### src/rtl/lsp_pkg.sv
package lsp_pkg;
    localparam int PC_W       = 32;
    localparam int VAL_W      = 32;
    localparam int OFF_W      = 16;
    localparam int BACK_W     = 2;
    localparam int HIST_DEPTH = 1 << BACK_W;
    localparam int MAX_STEPS  = 4;
    localparam int STEP_W     = $clog2(MAX_STEPS);
    localparam int CNT_W      = $clog2(MAX_STEPS + 1);
    localparam int REP_W      = 8;
    localparam int SLOTS      = 8;
    localparam int SLOT_W     = $clog2(SLOTS);

    typedef struct packed {
        logic [OFF_W-1:0]  off;
        logic [BACK_W-1:0] back;
    } step_t;

    typedef struct packed {
        logic [CNT_W-1:0]            nsteps;
        logic [REP_W-1:0]            reps;
        step_t [MAX_STEPS-1:0]       steps;
    } recipe_t;

    typedef struct packed {
        logic            valid;
        logic [PC_W-1:0] tag;
        recipe_t         body;
    } slot_t;

    typedef enum logic [1:0] {
        W_IDLE  = 2'd0,
        W_ISSUE = 2'd1,
        W_WAIT  = 2'd2
    } walk_st_t;

    function automatic logic [VAL_W-1:0] step_target(input logic [VAL_W-1:0] base,
                                                     input logic [OFF_W-1:0] off);
        return base + {{(VAL_W-OFF_W){off[OFF_W-1]}}, off};
    endfunction

    function automatic logic [CNT_W-1:0] clamp_steps(input logic [CNT_W-1:0] n);
        return (n > CNT_W'(MAX_STEPS)) ? CNT_W'(MAX_STEPS) : n;
    endfunction
endpackage

### src/rtl/lsp_rep_cache.sv
module lsp_rep_cache
    import lsp_pkg::*;
(
    input  logic              clk,
    input  logic              rst,
    input  logic              wr_en,
    input  logic [SLOT_W-1:0] wr_slot,
    input  slot_t             wr_data,
    input  logic [PC_W-1:0]   lk_pc,
    output logic              lk_hit,
    output recipe_t           lk_body
);
    slot_t             tbl [SLOTS];
    logic [SLOTS-1:0]  match;

    always_ff @(posedge clk) begin
        if (rst) begin
            for (int i = 0; i < SLOTS; i++) tbl[i] <= '0;
        end else if (wr_en) begin
            tbl[wr_slot] <= wr_data;
        end
    end

    generate
        for (genvar g = 0; g < SLOTS; g++) begin : g_match
            assign match[g] = tbl[g].valid && (tbl[g].tag == lk_pc);
        end
    endgenerate

    // lowest matching slot wins
    always_comb begin
        lk_hit  = |match;
        lk_body = '0;
        for (int i = SLOTS - 1; i >= 0; i--) begin
            if (match[i]) lk_body = tbl[i].body;
        end
    end
endmodule

### src/rtl/lsp_hist_buf.sv
module lsp_hist_buf
    import lsp_pkg::*;
(
    input  logic                                clk,
    input  logic                                rst,
    input  logic                                load,
    input  logic [VAL_W-1:0]                    root,
    input  logic                                push,
    input  logic [VAL_W-1:0]                    din,
    output logic [HIST_DEPTH-1:0][VAL_W-1:0]    hist
);
    // hist[0] is the newest value; deeper entries are older
    always_ff @(posedge clk) begin
        if (rst) begin
            hist <= '0;
        end else if (load) begin
            hist    <= '0;
            hist[0] <= root;
        end else if (push) begin
            for (int i = HIST_DEPTH - 1; i > 0; i--) hist[i] <= hist[i-1];
            hist[0] <= din;
        end
    end
endmodule

### src/rtl/lsp_walk_ctrl.sv
module lsp_walk_ctrl
    import lsp_pkg::*;
(
    input  logic                              clk,
    input  logic                              rst,
    input  logic                              start,
    input  recipe_t                           start_body,
    input  logic [HIST_DEPTH-1:0][VAL_W-1:0]  hist,
    output logic                              req_valid,
    output logic [VAL_W-1:0]                  req_addr,
    input  logic                              req_ready,
    input  logic                              rsp_valid,
    output logic                              push,
    output logic                              busy
);
    walk_st_t          st_q, st_d;
    recipe_t           body_q;
    logic [STEP_W-1:0] step_q, step_d;
    logic [REP_W-1:0]  rep_q, rep_d;
    step_t             cur;
    logic [VAL_W-1:0]  base;
    logic              last_step, last_rep, null_base;

    always_comb begin
        cur       = body_q.steps[step_q];
        base      = hist[cur.back];
        null_base = (base == '0);
        last_step = ((CNT_W'(step_q) + CNT_W'(1)) == body_q.nsteps);
        last_rep  = ((rep_q + REP_W'(1)) == body_q.reps);
    end

    always_comb begin
        st_d   = st_q;
        step_d = step_q;
        rep_d  = rep_q;
        push   = 1'b0;
        unique case (st_q)
            W_IDLE: begin
                if (start) begin
                    st_d   = W_ISSUE;
                    step_d = '0;
                    rep_d  = '0;
                end
            end
            W_ISSUE: begin
                if (null_base)      st_d = W_IDLE;
                else if (req_ready) st_d = W_WAIT;
            end
            W_WAIT: begin
                if (rsp_valid) begin
                    push = 1'b1;
                    if (!last_step) begin
                        step_d = step_q + STEP_W'(1);
                        st_d   = W_ISSUE;
                    end else begin
                        step_d = '0;
                        if (last_rep) begin
                            st_d = W_IDLE;
                        end else begin
                            rep_d = rep_q + REP_W'(1);
                            st_d  = W_ISSUE;
                        end
                    end
                end
            end
            default: st_d = W_IDLE;
        endcase
    end

    always_ff @(posedge clk) begin
        if (rst) begin
            st_q   <= W_IDLE;
            step_q <= '0;
            rep_q  <= '0;
            body_q <= '0;
        end else begin
            st_q   <= st_d;
            step_q <= step_d;
            rep_q  <= rep_d;
            if (start && st_q == W_IDLE) body_q <= start_body;
        end
    end

    assign req_valid = (st_q == W_ISSUE) && !null_base;
    assign req_addr  = step_target(base, cur.off);
    assign busy      = (st_q != W_IDLE);
endmodule

### src/rtl/lsp_prefetch_top.sv
module lsp_prefetch_top
    import lsp_pkg::*;
(
    input  logic                        clk,
    input  logic                        rst,
    input  logic                        inst_valid,
    input  logic [SLOT_W-1:0]           inst_slot,
    input  logic [PC_W-1:0]             inst_pc,
    input  logic [CNT_W-1:0]            inst_nsteps,
    input  logic [REP_W-1:0]            inst_reps,
    input  logic [MAX_STEPS*OFF_W-1:0]  inst_offs,
    input  logic [MAX_STEPS*BACK_W-1:0] inst_backs,
    input  logic                        ret_valid,
    input  logic [PC_W-1:0]             ret_pc,
    input  logic [VAL_W-1:0]            ret_value,
    output logic                        req_valid,
    output logic [VAL_W-1:0]            req_addr,
    input  logic                        req_ready,
    input  logic                        rsp_valid,
    input  logic [VAL_W-1:0]            rsp_data,
    output logic                        busy
);
    slot_t                           wr_data;
    logic                            lk_hit;
    recipe_t                         lk_body;
    logic                            start;
    logic                            push;
    logic [HIST_DEPTH-1:0][VAL_W-1:0] hist;

    always_comb begin
        wr_data.valid       = (inst_nsteps != '0) && (inst_reps != '0);
        wr_data.tag         = inst_pc;
        wr_data.body.nsteps = clamp_steps(inst_nsteps);
        wr_data.body.reps   = inst_reps;
    end

    generate
        for (genvar g = 0; g < MAX_STEPS; g++) begin : g_step
            assign wr_data.body.steps[g].off  = inst_offs[g*OFF_W +: OFF_W];
            assign wr_data.body.steps[g].back = inst_backs[g*BACK_W +: BACK_W];
        end
    endgenerate

    assign start = ret_valid && lk_hit && (ret_value != '0) && !busy;

    lsp_rep_cache u_cache (
        .clk     (clk),
        .rst     (rst),
        .wr_en   (inst_valid),
        .wr_slot (inst_slot),
        .wr_data (wr_data),
        .lk_pc   (ret_pc),
        .lk_hit  (lk_hit),
        .lk_body (lk_body)
    );

    lsp_hist_buf u_hist (
        .clk  (clk),
        .rst  (rst),
        .load (start),
        .root (ret_value),
        .push (push),
        .din  (rsp_data),
        .hist (hist)
    );

    lsp_walk_ctrl u_walk (
        .clk        (clk),
        .rst        (rst),
        .start      (start),
        .start_body (lk_body),
        .hist       (hist),
        .req_valid  (req_valid),
        .req_addr   (req_addr),
        .req_ready  (req_ready),
        .rsp_valid  (rsp_valid),
        .push       (push),
        .busy       (busy)
    );
endmodule

### config.mk
export PLATFORM = sky130hd
export DESIGN_NAME = lsp_prefetch_top
export DESIGN_NICKNAME = d
export VERILOG_FILES = /design/src/rtl/lsp_pkg.sv /design/src/rtl/lsp_rep_cache.sv /design/src/rtl/lsp_hist_buf.sv /design/src/rtl/lsp_walk_ctrl.sv /design/src/rtl/lsp_prefetch_top.sv
export SDC_FILE = /design/constraint.sdc
export NUM_CORES = 2
export LEC_CHECK = 0
export BUFFER_PORTS_ARGS = -buffer_cell sky130_fd_sc_hd__buf_2
export CAP_MARGIN = 20
export CORE_ASPECT_RATIO = 1.1
export CORE_MARGIN = 8
export CORE_UTILIZATION = 55
export DETAILED_ROUTE_END_ITERATION = 8
export PLACE_DENSITY = 0.73
export SKIP_LAST_GASP = 1
export SYNTH_ARGS = -nofsm -noshare
export SYNTH_HDL_FRONTEND = slang
export SYNTH_SLANG_ARGS = --single-unit
export TNS_END_PERCENT = 5
### constraint.sdc
create_clock -name clk -period 5.9 [get_ports clk]
set_input_delay 0.295 -clock clk [delete_from_list [all_inputs] [get_ports clk]]
set_output_delay 0.295 -clock clk [all_outputs]
set_load 0.01 [all_outputs]
==> flow_summary.toml <==
[outcome]
status = "finished clean"

[cts]
clock_path_buffers = 3
cts_buffers = 115
cts-root-buf = "clkbuf_16"
htreeDepth = 3
tritoncts = "yes"
clock_latency_ns = 0.73
clkTransAtPathRegs_ns = 0.06
cts_sinks = 1151

[timing]
layout_min_cycle_time_ns = 5.54
clock_skew_ns = 0.0499
max_slew_margin_pct = 23.0
hold_viol_final = 0
slew_violations = 0
finalSetupViolCount = 0
tightest_slew_ns = 1.15
timing.fmax_mhz = 180
tns_ns = 0
period_share_pct = 93.9
rsz0062_at_grt = "no"

[floorplan]
die_y_um = 345
die_w_um = 315
core.rowCount = 120
core-area_um2 = 97300
die_area_um2 = 108000
start_util_pct = 55.5
pin_count = 254

[layout]
multi_input_area_um2 = 20100
final_util_pct = 62.8
drive_above_1_share_pct = 10.9
regArea_um2 = 32300
final_cell_mix = "928 x edfxtp_1, 700 x nand2_1, 682 x and3_1"
nets = 5224
design_area_um2 = 61100
syn_to_final_growth_pct = 13.2
final_common_cell = "edfxtp_1"
fillCellCount = 7470

[job]
max_cap_viol_count = 0

[critical_path]
crit_type = "flip-flop to primary output"
required_ns = 5.61
critPathLaunchType = "flip-flop"
crit_path_end_kind = "primary output"
critPathArrivalTime_ns = 5.25
cp_max_fo = 19

[global_routing]
grt_max_degree = 235
grt_antenna_before_repair = 12
grt_overflow = 0
grt_pass1_wl_um = 243000
grt_pass1_vias = 39141
grt_usage_pct = 29.4

[synthesis]
synth_ff_type = "edfxtp_1"
synth_top_area_share_pct = 51.6
yosys.area.top_type = "edfxtp_1"
synth_seq_cells = 1151
ys_seq_area_share_pct = 59.9
synth_edf_count = 928
syn_inst = 4791
syn_nets = 5046
yosys_warnings = 0
synth_cell_types = 58
avgSynthCellArea_um2 = 11.3
netlist_area_um2 = 54000
async_flop_share_pct = 0
yosys-top-cells-area = "edfxtp_1 52%, dfxtp_1 8.3%, and3_1 7.9%, nand2_1 4.9%, xor2_1 4.2%"

[place]
dp_hpwl_um = 93800
place_area_um2 = 56000
place.gp.congestion = 0.921
numPortBuffers = 253

[route]
routed_wl_um = 165000
via_per_inst = 6.33
first_pass_iters = 6
drt_iter0_markers = 5081
drc = 0
num_vias = 40163
drtAntennaViolNets = 0
post_drt_wl_per_cell_um = 26.0

[power]
powerDensity_nw_per_um2 = 281
leakagePower_uw = 0.0232
peakVddDrop_uv = 297

[hold_path]
hold_class = "primary input to flip-flop"
[routing by layer]
layer	GRT usage, %	routed length [µm]	share of wire [%]	up-vias
li1	-	-	-	17898
met1	38.9	63900	39	19588
met2	47.4	76900	47	2322
met3	5.47	17000	10	351
met4	13.0	7060	4.3	4
met5	0	26	0.016	-
[area by class of cell]
class / count / area share [%]
multi-input cells: 3206 / 32.8
diodes: 8 / 0.0328
well taps: 1281 / 2.62
repair buffers: 482 / 5.88
clock inverters: 38 / 0.440
clock buffers: 161 / 5.18
inverters: 13 / 0.0799
flip-flops and latches: 1151 / 52.9
[cells in the mapped netlist (2+ instances only)]
library cell  instances
ha_1                 34
mux4_2               49
buf_2                78
or4_1                 4
o31a_1                2
nand3_1              27
buf_4                 4
edfxtp_1            928
a31oi_1              84
nor2b_1               8
xor2_1              256
dfxtp_1             223
o22ai_1              84
a21oi_1             191
o21bai_1              4
nor4_1               79
o31ai_1               3
o2111ai_1            86
mux2i_1              90
or3_1                 4
and3_1              684
a211oi_1             88
nor2_1              173
a41oi_1               2
nor3_1               21
a22oi_1               2
nor3b_1               3
buf_1                21
o21ai_0             188
and2_1              226
nand4_1              15
xnor2_1              40
a211o_1               2
nand3b_1              2
nand2b_1             11
o21a_1                6
inv_1                13
clkbuf_1            318
a21o_1               15
or2_2                 3
nor4b_1               2
nand2_1             702
[registers in the layout, indices dropped and copies added, names as in the netlist]
name and cells:
u_walk.st_q 2, u_cache.tbl 928, u_walk.rep_q 8, u_hist.hist 128
u_walk.body_q 83, u_walk.step_q 2
[final timing paths]
| kind | start | endpoint | slack [ns] | cells past startpoint |
|---|---|---|---|---|
| max reg2reg | u_cache.tbl[1][112]$_SDFFCE_PN0P_ | u_hist.hist[12]$_SDFFE_PP0P_ | 1.09 | 12 |
| min | rst | u_hist.hist[0]$_SDFFE_PP0P_ | 0.03 | 2 |
| min reg2reg | u_hist.hist[95]$_SDFFE_PP0P_ | u_hist.hist[127]$_SDFFE_PP0P_ | 0.45 | 2 |
| max | u_walk.step_q[0]$_SDFFE_PP0P_ | req_addr[28] | 0.36 | 14 |
[power breakdown]
part / switching, µW / internal [µW]
logic: 720 / 290
registers: 141 / 9180
clock network: 3080 / 3760
total: 3940 / 13200
[worst max-delay path, stage by stage, from the launching register on]
cell and delay (ns):
dfxtp_2 0.48, mux4_2 0.59, buf_4 0.26, mux4_2 0.33, ha_1 0.36, nor2b_1 0.17
o31a_1 0.28, o21ai_1 0.24, o21ai_0 0.25, a311oi_2 0.43, o211ai_1 0.23, a2111oi_0 0.50
a211oi_1 0.12, xor2_1 0.16, buf_2 0.15
[what timing repair did]
action	4_1_cts	5_1_grt
endpoints found under the setup margin	2	1
hold buffers	159	0
setup buffers	2	1
gates cloned	0	0
hold endpoints to repair	739	0
resized for setup	1	1
pin swaps	0	1
[cells by family (layout without fill, tap and decap cells)]
family          after synthesis  count (layout)  share of synthesized area, %
simple gates               1969            1969                          18.7
buf+inv                     434             694                          3.23
flops                      1151            1151                          59.9
xor+xnor                    296             296                          4.80
mux                         139             139                          3.71
other cells                   0               8                             0
fa+ha+maj                    35              35                         0.825
compound gates              767             767                          8.80
[metrics by stage]
| step | hold slack (ns) | total power, µW | setup WS, ns | cells |
|---|---|---|---|---|
| final | 0.0290 | 17200 | 0.358 | 6340 |
| after floorplan | 0.433 | 9950 | 1.34 | 4791 |
| after detailed placement | 0.447 | 10400 | 0.571 | 5969 |
| after global routing | 0.0323 | 17600 | 0.0760 | 6338 |
| after CTS | 0.000560 | 17200 | 0.135 | 6329 |
| after global placement | 0.439 | 10400 | 0.722 | 5969 |
No activity file was read; power rests on OpenSTA's default activity.
